<file path="src/rtl/pio_strobe_pkg.sv">
package pio_strobe_pkg;

  localparam int unsigned CNT_W  = 5;
  localparam int unsigned ADDR_W = 2;
  localparam int unsigned DATA_W = 8;

  localparam logic [ADDR_W-1:0] ADDR_TMR_A = 2'd0;
  localparam logic [ADDR_W-1:0] ADDR_CFG   = 2'd1;
  localparam logic [ADDR_W-1:0] ADDR_TMR_B = 2'd2;
  localparam logic [ADDR_W-1:0] ADDR_CTRL  = 2'd3;

  localparam int unsigned CFG_SLOW_BIT = 2;

  typedef enum logic [1:0] {
    ST_IDLE = 2'd0,
    ST_ACT  = 2'd1,
    ST_REC  = 2'd2
  } seq_state_e;

  typedef struct packed {
    logic [CNT_W-1:0] act;
    logic [CNT_W-1:0] rec;
  } phase_cnt_t;

endpackage

</file>
<file path="src/rtl/pio_timing_regs.sv">
module pio_timing_regs
  import pio_strobe_pkg::*;
#(
  parameter bit DUAL_TIMER = 1'b1
) (
  input  logic              clk_i,
  input  logic              rst_ni,
  input  logic              bus_slow_i,
  input  logic              we_i,
  input  logic [ADDR_W-1:0] addr_i,
  input  logic [DATA_W-1:0] wdata_i,
  output logic [DATA_W-1:0] rdata_o,
  output logic [DATA_W-1:0] tmr_a_o,
  output logic [DATA_W-1:0] tmr_b_o,
  output logic              single_port_o
);

  // slowest legal encoding; single-timer keeps its fixed bit 3 set
  localparam logic [DATA_W-1:0] TMR_RST = DUAL_TIMER ? 8'h00 : 8'h08;

  logic [DATA_W-1:0] tmr_a_q;
  logic [DATA_W-1:0] tmr_b_q;
  logic [DATA_W-1:0] ctrl_q;
  logic [DATA_W-1:0] cfg_val;

  always_ff @(posedge clk_i or negedge rst_ni) begin
    if (!rst_ni) begin
      tmr_a_q <= TMR_RST;
    end else if (we_i && addr_i == ADDR_TMR_A) begin
      tmr_a_q <= wdata_i;
    end
  end

  generate
    if (DUAL_TIMER) begin : g_dual
      always_ff @(posedge clk_i or negedge rst_ni) begin
        if (!rst_ni) begin
          tmr_b_q <= TMR_RST;
        end else if (we_i && addr_i == ADDR_TMR_B) begin
          tmr_b_q <= wdata_i;
        end
      end

      always_ff @(posedge clk_i or negedge rst_ni) begin
        if (!rst_ni) begin
          ctrl_q <= '0;
        end else if (we_i && addr_i == ADDR_CTRL) begin
          ctrl_q <= wdata_i;
        end
      end
    end else begin : g_single
      assign tmr_b_q = '0;
      assign ctrl_q  = '0;
    end
  endgenerate

  always_comb begin
    cfg_val               = '0;
    cfg_val[CFG_SLOW_BIT] = bus_slow_i;
  end

  always_comb begin
    unique case (addr_i)
      ADDR_TMR_A: rdata_o = tmr_a_q;
      ADDR_CFG:   rdata_o = cfg_val;
      ADDR_TMR_B: rdata_o = tmr_b_q;
      default:    rdata_o = ctrl_q;
    endcase
  end

  assign tmr_a_o       = tmr_a_q;
  assign tmr_b_o       = tmr_b_q;
  assign single_port_o = ctrl_q[0];

endmodule

</file>
<file path="src/rtl/pio_timing_decode.sv">
module pio_timing_decode
  import pio_strobe_pkg::*;
#(
  parameter bit DUAL_TIMER = 1'b1
) (
  input  logic [DATA_W-1:0] tmr_i,
  input  logic              bus_slow_i,
  output phase_cnt_t        cnt_o
);

  localparam logic [CNT_W-1:0] DUAL_ACT_BASE = CNT_W'(17);
  localparam logic [CNT_W-1:0] DUAL_REC_BASE = CNT_W'(15);
  localparam logic [CNT_W-1:0] DUAL_REC_MIN  = CNT_W'(2);
  localparam logic [CNT_W-1:0] SLOW_ACT_BASE = CNT_W'(9);
  localparam logic [CNT_W-1:0] SLOW_REC_BASE = CNT_W'(15);
  localparam logic [CNT_W-1:0] FAST_ACT_BASE = CNT_W'(8);
  localparam logic [CNT_W-1:0] FAST_REC_BASE = CNT_W'(18);

  logic [CNT_W-1:0] act_fld;
  logic [CNT_W-1:0] rec_fld;

  assign rec_fld = CNT_W'(tmr_i[7:4]);

  generate
    if (DUAL_TIMER) begin : g_dual
      logic [CNT_W-1:0] rec_raw;
      logic             unused_strap;

      assign unused_strap = bus_slow_i;
      assign act_fld      = CNT_W'(tmr_i[3:0]);
      assign rec_raw      = DUAL_REC_BASE - rec_fld;
      assign cnt_o.act    = DUAL_ACT_BASE - act_fld;
      assign cnt_o.rec    = (rec_raw < DUAL_REC_MIN) ? DUAL_REC_MIN : rec_raw;
    end else begin : g_single
      logic unused_fixed_bit;

      // bit 3 is a fixed marker, not part of the active field
      assign unused_fixed_bit = tmr_i[3];
      assign act_fld          = CNT_W'(tmr_i[2:0]);
      assign cnt_o.act = (bus_slow_i ? SLOW_ACT_BASE : FAST_ACT_BASE) - act_fld;
      assign cnt_o.rec = (bus_slow_i ? SLOW_REC_BASE : FAST_REC_BASE) - rec_fld;
    end
  endgenerate

endmodule

</file>
<file path="src/rtl/pio_strobe_seq.sv">
module pio_strobe_seq
  import pio_strobe_pkg::*;
(
  input  logic       clk_i,
  input  logic       rst_ni,
  input  logic       req_i,
  input  logic       write_i,
  input  phase_cnt_t cnt_i,
  output logic       ready_o,
  output logic       done_o,
  output logic       rd_o,
  output logic       wr_o
);

  seq_state_e       state_q;
  logic [CNT_W-1:0] cnt_q;
  logic [CNT_W-1:0] rec_q;
  logic             wr_q;
  logic             last_cyc;

  assign last_cyc = (cnt_q == CNT_W'(1));

  always_ff @(posedge clk_i or negedge rst_ni) begin
    if (!rst_ni) begin
      state_q <= ST_IDLE;
      cnt_q   <= '0;
      rec_q   <= '0;
      wr_q    <= 1'b0;
    end else begin
      unique case (state_q)
        ST_IDLE: begin
          if (req_i) begin
            // counts frozen here; later register writes wait for the next access
            state_q <= ST_ACT;
            cnt_q   <= cnt_i.act;
            rec_q   <= cnt_i.rec;
            wr_q    <= write_i;
          end
        end
        ST_ACT: begin
          if (last_cyc) begin
            state_q <= (rec_q == '0) ? ST_IDLE : ST_REC;
            cnt_q   <= rec_q;
          end else begin
            cnt_q <= cnt_q - CNT_W'(1);
          end
        end
        ST_REC: begin
          if (last_cyc) begin
            state_q <= ST_IDLE;
          end
          cnt_q <= cnt_q - CNT_W'(1);
        end
        default: state_q <= ST_IDLE;
      endcase
    end
  end

  assign ready_o = (state_q == ST_IDLE);
  assign done_o  = (state_q == ST_ACT) && last_cyc;
  assign rd_o    = (state_q == ST_ACT) && !wr_q;
  assign wr_o    = (state_q == ST_ACT) && wr_q;

endmodule

</file>
<file path="src/rtl/pio_strobe_gen.sv">
module pio_strobe_gen
  import pio_strobe_pkg::*;
#(
  parameter bit DUAL_TIMER = 1'b1
) (
  input  logic              clk_i,
  input  logic              rst_ni,
  input  logic              bus_slow_i,
  input  logic              cfg_we_i,
  input  logic [ADDR_W-1:0] cfg_addr_i,
  input  logic [DATA_W-1:0] cfg_wdata_i,
  output logic [DATA_W-1:0] cfg_rdata_o,
  input  logic              req_valid_i,
  input  logic              req_write_i,
  input  logic              req_chan_i,
  input  logic              req_drive_i,
  output logic              req_ready_o,
  output logic              req_done_o,
  output logic              rd_strobe_o,
  output logic              wr_strobe_o
);

  logic [DATA_W-1:0] tmr_a;
  logic [DATA_W-1:0] tmr_b;
  logic [DATA_W-1:0] tmr_sel;
  logic              single_port;
  logic              use_b;
  phase_cnt_t        cnt;

  pio_timing_regs #(
    .DUAL_TIMER(DUAL_TIMER)
  ) i_regs (
    .clk_i        (clk_i),
    .rst_ni       (rst_ni),
    .bus_slow_i   (bus_slow_i),
    .we_i         (cfg_we_i),
    .addr_i       (cfg_addr_i),
    .wdata_i      (cfg_wdata_i),
    .rdata_o      (cfg_rdata_o),
    .tmr_a_o      (tmr_a),
    .tmr_b_o      (tmr_b),
    .single_port_o(single_port)
  );

  // primary-only mode maps timers per drive, otherwise per channel
  assign use_b   = DUAL_TIMER && (single_port ? req_drive_i : req_chan_i);
  assign tmr_sel = use_b ? tmr_b : tmr_a;

  pio_timing_decode #(
    .DUAL_TIMER(DUAL_TIMER)
  ) i_decode (
    .tmr_i     (tmr_sel),
    .bus_slow_i(bus_slow_i),
    .cnt_o     (cnt)
  );

  pio_strobe_seq i_seq (
    .clk_i  (clk_i),
    .rst_ni (rst_ni),
    .req_i  (req_valid_i),
    .write_i(req_write_i),
    .cnt_i  (cnt),
    .ready_o(req_ready_o),
    .done_o (req_done_o),
    .rd_o   (rd_strobe_o),
    .wr_o   (wr_strobe_o)
  );

endmodule

</file>
<file path="config.mk">
export PLATFORM = sky130hd
export DESIGN_NAME = pio_strobe_gen
export DESIGN_NICKNAME = d
export VERILOG_FILES = /design/src/rtl/pio_strobe_pkg.sv /design/src/rtl/pio_timing_regs.sv /design/src/rtl/pio_timing_decode.sv /design/src/rtl/pio_strobe_seq.sv /design/src/rtl/pio_strobe_gen.sv
export SDC_FILE = /design/constraint.sdc
export NUM_CORES = 1
export LEC_CHECK = 0
export CORE_AREA = 2 2 66 68
export CTS_CLUSTER_DIAMETER = 50
export DETAILED_ROUTE_END_ITERATION = 8
export DIE_AREA = 0 0 68 70
export DONT_BUFFER_PORTS = 1
export HOLD_SLACK_MARGIN = 0.15
export SLEW_MARGIN = 20
export SYNTH_ARGS = -nofsm -noshare
export SYNTH_HDL_FRONTEND = slang
export SYNTH_SLANG_ARGS = --single-unit
</file>
<file path="constraint.sdc">
create_clock -name clk_i -period 2.2 [get_ports clk_i]
set_input_delay 0.11 -clock clk_i [delete_from_list [all_inputs] [get_ports clk_i]]
set_output_delay 0.11 -clock clk_i [all_outputs]
set_load 0.03 [all_outputs]
</file>
==> impl_metrics.csv, run 1 <==
group,metric,value,unit
global_route,use_met3,0.0548,
die,num_rows,24,
clock_tree,clk_latency,0.28,ns
pwr,p_per_area,1180,nW/um^2
detailed_routing,drc,0,
clock_tree,cts_made_buffers,5,
yosys,synth_most_common_cell,"dfrtp_1",
worst_setup_path,path_cells,"mux2i_1, mux2i_1, ha_1, nor2_1, nor2_1, a22o_1",
die,die-area,4760,um^2
worst_setup_path,crit_arrival,2.02,ns
global_route,gr-usage-all-layers,0.192,
worst_setup_path,critPathMaxFanout,4,
detailed_routing,drt-initial-drc-count,72,
min_path,hp-class,"in2reg",
worst_setup_path,critPathMaxStageDelay,0.43,ns
global_route,first_global_vias,1459,
die,dieWidth,68,um
clock_tree,ctsHtreeMaxLevel,2,
pwr,pwr-share-comb,0.419,
run,cap_viol_max_count,0,
yosys,synth-seq-cells,36,
detailed_routing,vias,1352,
placement,hpwlAfterDp,2990,um
pwr,switchingPower,1020,uW
detailed_routing,vias_per_cell,5.78,
sta,worst_pin_slew,0.586,ns
detailed_routing,first_pass_iters,4,
worst_setup_path,criticalPathCategory,"reg2reg",
clock_tree,clock_path_buffers,2,
yosys,synth-seq-area-share,0.457,
sta,hold_violations,0,
die,initial_utilization,0.475,
global_route,grt_overflow,0,
yosys,synthesis.nets,191,
global_route,grt_pass1_wl,6820,um
yosys,synthTopCellsByArea,"dfrtp_1 (46%), mux2_2 (19%), a22o_1 (4.4%), ha_1 (4.4%), mux2i_1 (3.6%)",
yosys,synth_area_per_cell,11.9,um^2
worst_setup_path,critical_path.top_delay_family,"multiplexers",
clock_tree,cts_resized,0,
yosys,yosysWarningCount,0,
sta,worst_clock_skew,0.00344,ns
sta,finalCritPeriodShare,0.840,
die,io_pins,30,
worst_setup_path,required,2.37,ns
sta,layout_min_cycle_time,1.85,ns
yosys,synth_cell_types,32,
pwr,pwr-share-seq,0.396,
global_route,antenna_found_initial,0,
yosys,synth_common_cells,"dfrtp_1 (36), mux2_2 (34), a22o_1 (10), nand2_1 (9)",
die,die_h,70,um
clock_tree,cts.sinks,36,
sta,slew_violations,0,
global_route,met1_usage,0.242,
clock_tree,cts_tree,"built",
sta,setup_viol,0,
layout,area_delta_synth_final,14.4,%
layout,fin_util,0.543,
die,coreArea,4140,um^2
yosys,synth_top_area_share,0.457,
layout,diodes,0,
worst_setup_path,cp-end-kind,"register",
run_status,outcome,"completed",
global_route,grt_max_degree,37,
placement,routabilityCongestion,0.822,
detailed_routing,detail-route-antenna-nets,0,
global_route,grtUsageMet2,0.314,
worst_setup_path,critPathBufInv,0,
clock_tree,root_buffer,"clkbuf_8",
pwr,clockPowerShare,0.185,
yosys,synth-main-ff-cell,"dfrtp_1",
yosys,synth_top_cell_by_area,"dfrtp_1",
sta,rsz0062_at_grt,"false",
global_route,busiest_layer,"met2",
yosys,syn_area,1970,um^2
detailed_routing,drt_wl_total,4090,um
sta,fin_tns_setup,0,ns
pwr,p_int,1640,uW
layout,drive_gt1_frac,0.264,
yosys,synthArstFlopShare,1.00,
yosys,synth-edff-count,0,
layout,num-nets-final,207,
placement,io_buffers,0,
worst_setup_path,cp-start-kind,"register",
pwr,p_leak,0.000965,uW
sta,slew_headroom,0.608,
worst_setup_path,cp_slowest_cell,"mux2i_1",
clock_tree,clk_pin_slew,0.07,ns
yosys,synth_cells,166,
pwr,peakVddDrop,513,uV
pwr,switching_share,0.382,
sta,max_freq,0.541,GHz
detailed_routing,routedWlPerCell,17.5,um
logic make-up after synthesis:
| family | Yosys count | synth area share |
|---|---|---|
| compound gates | 36 | 0.132 |
| xor+xnor | 3 | 0.0133 |
| fa+ha+maj | 7 | 0.0445 |
| buf+inv | 11 | 0.0235 |
| flops | 36 | 0.457 |
| mux | 42 | 0.241 |
| simple gates | 31 | 0.0883 |
power by group through the flow:
stage	clock network [uW]	registers [uW]	logic (uW)
floorplan	0	1000	919
global placement	0	1050	1060
detailed placement	0	1060	1080
CTS	503	1050	1120
global route	529	1080	1230
finish	492	1050	1110
flip-flops by register name (all words and copies together) (netlist names):
name and count:
i_seq.rec_q 4, i_seq.wr_q 1, i_seq.cnt_q 5, i_regs.tmr_a_o 8, i_regs.ctrl_q 8, i_seq.state_q 2, i_regs.tmr_b_o 8
routing by layer:
layer	up-vias	share of wire	wire length [um]
met3	2	0.045	185
met2	28	0.51	2100
met5	-	0	0
li1	650	-	-
met1	672	0.43	1780
met4	0	0.0064	26
worst min-delay path: cells and delay by family:
kind | cells | cell delay [ns]
simple gates | 2 | 0.23
mux | 1 | 0.07
final timing paths:
path                             startpoint                 to  slack, ns  cells after the start
max                        i_regs.ctrl_q[0]     i_seq.cnt_q[2]       0.35                      6
min                             req_valid_i   i_seq.state_q[1]       0.18                      3
max reg2reg                i_regs.ctrl_q[0]     i_seq.cnt_q[2]       0.35                      6
min reg2reg                i_regs.ctrl_q[5]   i_regs.ctrl_q[5]       0.50                      1
max in group asynchronous            rst_ni  i_regs.tmr_b_o[2]       1.72                      2
min in group asynchronous            rst_ni     i_seq.cnt_q[3]       0.31                      2
metrics by stage:
step / hold slack [ns] / cell area, um^2 / setup WS (ns) / power (uW) / instances
after floorplan: -0.186 / 1970 / 0.466 / 1920 / 166
after global placement: -0.185 / 2030 / 0.392 / 2100 / 215
after detailed placement: -0.184 / 2030 / 0.348 / 2140 / 215
after CTS: 0.171 / 2250 / 0.338 / 2680 / 234
after global routing: 0.208 / 2250 / 0.147 / 2830 / 234
final: 0.178 / 2250 / 0.351 / 2650 / 234
cell type report:
class                           instances  area [um^2]
Clock buffer                            7         96.3
Sequential cell                        36          901
Multi-Input combinational cell        119         1020
Tap cell                               52         65.1
Timing Repair Buffer                   14          145
Inverter                                6         22.5
Fill cell                             370         1890
layout by cell type (no fill, tap or decap), drive strengths merged, types with 4 or more instances in the layout:
master       count
ha               7
mux2i            7
clkbuf           7
nand2            9
dfrtp           36
a22o            10
a21oi            5
dlygate4sd3     11
mux2            34
inv              6
nor2             4
a31oi            4
o21ai            9
what timing repair did:
| item | CTS | global route |
|---|---|---|
| setup buffers | 0 | 0 |
| hold endpoints to repair | 62 | 0 |
| hold buffers | 12 | 0 |
Power figures use the tool's default switching activity.
==> inputs of run 2 (changes only) <==
clock period = 1.8 ns   (was 2.2 ns; I/O delays follow)
==> impl_metrics.csv, run 2 (synthesis gave the netlist of run 1 again) <==
group,metric,value,unit
pwr,power,3560,uW
worst_setup_path,critical_path.top_delay_family,"compound AO/OA/AOI/OAI gates",
die,io_pins,30,
global_route,grt_max_degree,37,
worst_setup_path,critPathMaxFanout,6,
detailed_routing,drt-initial-drc-count,48,
sta,finalCritPeriodShare,0.958,
die,dieWidth,68,um
sta,slew_headroom,0.678,
layout,regArea,902,um^2
sta,rsz0062_at_grt,"false",
layout,diodes,0,
detailed_routing,vias,1433,
worst_setup_path,crit_arrival,1.91,ns
global_route,first_global_vias,1503,
layout,final_cell_mix,"dfrtp_1 (35), mux2_2 (34), dlygate4sd3_1 (11), buf_4 (11), a22o_1 (10)",
die,die-area,4760,um^2
pwr,peakVddDrop,681,uV
sta,worst_pin_slew,0.482,ns
pwr,switching_share,0.380,
min_path,min_from,"req_valid_i",
layout,final_common_cell,"dfrtp_1",
die,die_h,70,um
sta,hold_violations,0,
sta,slew_violations,0,
global_route,antenna_found_initial,0,
layout,multi_input_area,1070,um^2
detailed_routing,first_pass_iters,4,
clock_tree,cts_tree,"built",
placement,io_buffers,0,
placement,placed_area,2070,um^2
placement,hpwlAfterDp,2990,um
pwr,clockPowerShare,0.200,
pwr,p_per_area,1500,nW/um^2
worst_setup_path,path_cells,"inv_2, ha_4, or4b_4, a21oi_4, o22ai_2, a22o_1",
min_path,hp-class,"in2reg",
layout,final_area,2380,um^2
detailed_routing,detail-route-antenna-nets,0,
pwr,p_int,2210,uW
detailed_routing,routedWlPerCell,17.6,um
clock_tree,cts.sinks,36,
detailed_routing,drt_wl_total,4310,um
clock_tree,root_buffer,"clkbuf_8",
worst_setup_path,criticalPathCategory,"reg2reg",
sta,max_freq,0.580,GHz
worst_setup_path,critPathBufInv,1,
layout,area_delta_synth_final,20.8,%
sta,fin_tns_setup,0,ns
sta,worst_clock_skew,0.00414,ns
worst_setup_path,cp-end-kind,"register",
layout,final.fill_count,372,
global_route,gr-usage-all-layers,0.192,
die,num_rows,24,
detailed_routing,drc,0,
worst_setup_path,cp-startpoint,"i_seq.cnt_q[1]",
detailed_routing,vias_per_cell,5.87,
pwr,pwr-share-seq,0.357,
worst_setup_path,cp-start-kind,"register",
die,coreArea,4140,um^2
layout,drive_gt1_frac,0.339,
run_status,outcome,"completed",
worst_setup_path,r2r_start,"i_seq.cnt_q[1]",
pwr,pwr-share-comb,0.443,
pwr,switchingPower,1350,uW
clock_tree,cts_made_buffers,5,
clock_tree,clk_pin_slew,0.08,ns
pwr,p_leak,0.00101,uW
placement,routabilityCongestion,0.825,
sta,setup_viol,0,
sta,layout_min_cycle_time,1.72,ns
run,cap_viol_max_count,0,
clock_tree,ctsHtreeMaxLevel,2,
clock_tree,clk_latency,0.29,ns
global_route,grt_pass1_wl,6840,um
worst_setup_path,required,1.98,ns
die,initial_utilization,0.475,
clock_tree,clock_path_buffers,2,
layout,num-nets-final,216,
worst_setup_path,cp_slowest_cell,"or4b_4",
global_route,grt_overflow,0,
worst_setup_path,critPathMaxStageDelay,0.48,ns
[run 2: repair_timing]
action	CTS	global route
resized for setup	1	9
setup buffers	0	3
pin swaps	0	4
hold buffers	12	0
endpoints found under the setup margin	1	5
hold endpoints to repair	63	0
[run 2: cell type report]
class                   count  share of cell area
flip-flops and latches     36               0.379
clock inverters             3              0.0179
multi-input cells         119               0.448
repair buffers             23              0.0894
clock buffers               5              0.0289
well taps                  52              0.0273
inverters                   6             0.00946
[run 2: through the flow]
| step | cells | worst slack, ns | util | hold WS, ns |
|---|---|---|---|---|
| finish | 244 | 0.0759 | 0.574 | 0.165 |
| global route | 244 | 0.0120 | 0.574 | 0.185 |
| CTS | 241 | 0.00167 | 0.558 | 0.167 |
| detailed placement | 221 | 0.00917 | 0.500 | -0.205 |
| global placement | 221 | 0.0548 | 0.500 | -0.205 |
| floorplan | 166 | 0.0655 | - | -0.206 |
[run 2: worst reg2reg max path: cells and delay by family (launching register included)]
kind | cells | cell delay (ns)
buffers and inverters | 1 | 0.09
DFF | 1 | 0.41
AOI/OAI and AO/OA | 3 | 0.51
adders and majority gates | 1 | 0.12
and+or+nand+nor | 1 | 0.48
[run 2: worst paths after layout]
| check | endpoint | cells past startpoint | slack, ns |
|---|---|---|---|
| setup / recovery | i_seq.cnt_q[4] | 6 | 0.08 |
| hold / removal | i_seq.rec_q[3] | 2 | 0.16 |
| min in group asynchronous | i_seq.state_q[0] | 2 | 0.24 |
| max in group asynchronous | i_regs.ctrl_q[0] | 2 | 1.36 |
| setup reg to reg | i_seq.cnt_q[4] | 6 | 0.08 |
| hold reg to reg | i_regs.ctrl_q[2] | 1 | 0.51 |
[run 2: power by group through the flow]
| stage | combinational [uW] | clock [uW] | sequential [uW] |
|---|---|---|---|
| after floorplan | 1120 | 0 | 1230 |
| after global placement | 1400 | 0 | 1250 |
| after detailed placement | 1430 | 0 | 1270 |
| after CTS | 1480 | 724 | 1250 |
| after global routing | 1740 | 758 | 1300 |
| final | 1580 | 712 | 1270 |
[run 2: metal layers]
| metal | part of all wire | GRT usage | vias to the layer above | wire [um] |
|---|---|---|---|---|
| met3 | 0.061 | 0.0548 | 6 | 264 |
| met2 | 0.50 | 0.311 | 49 | 2170 |
| li1 | - | - | 667 | - |
| met1 | 0.42 | 0.238 | 711 | 1820 |
| met4 | 0.013 | 0.0756 | 0 | 57 |
| met5 | 0 | 0 | - | 0 |
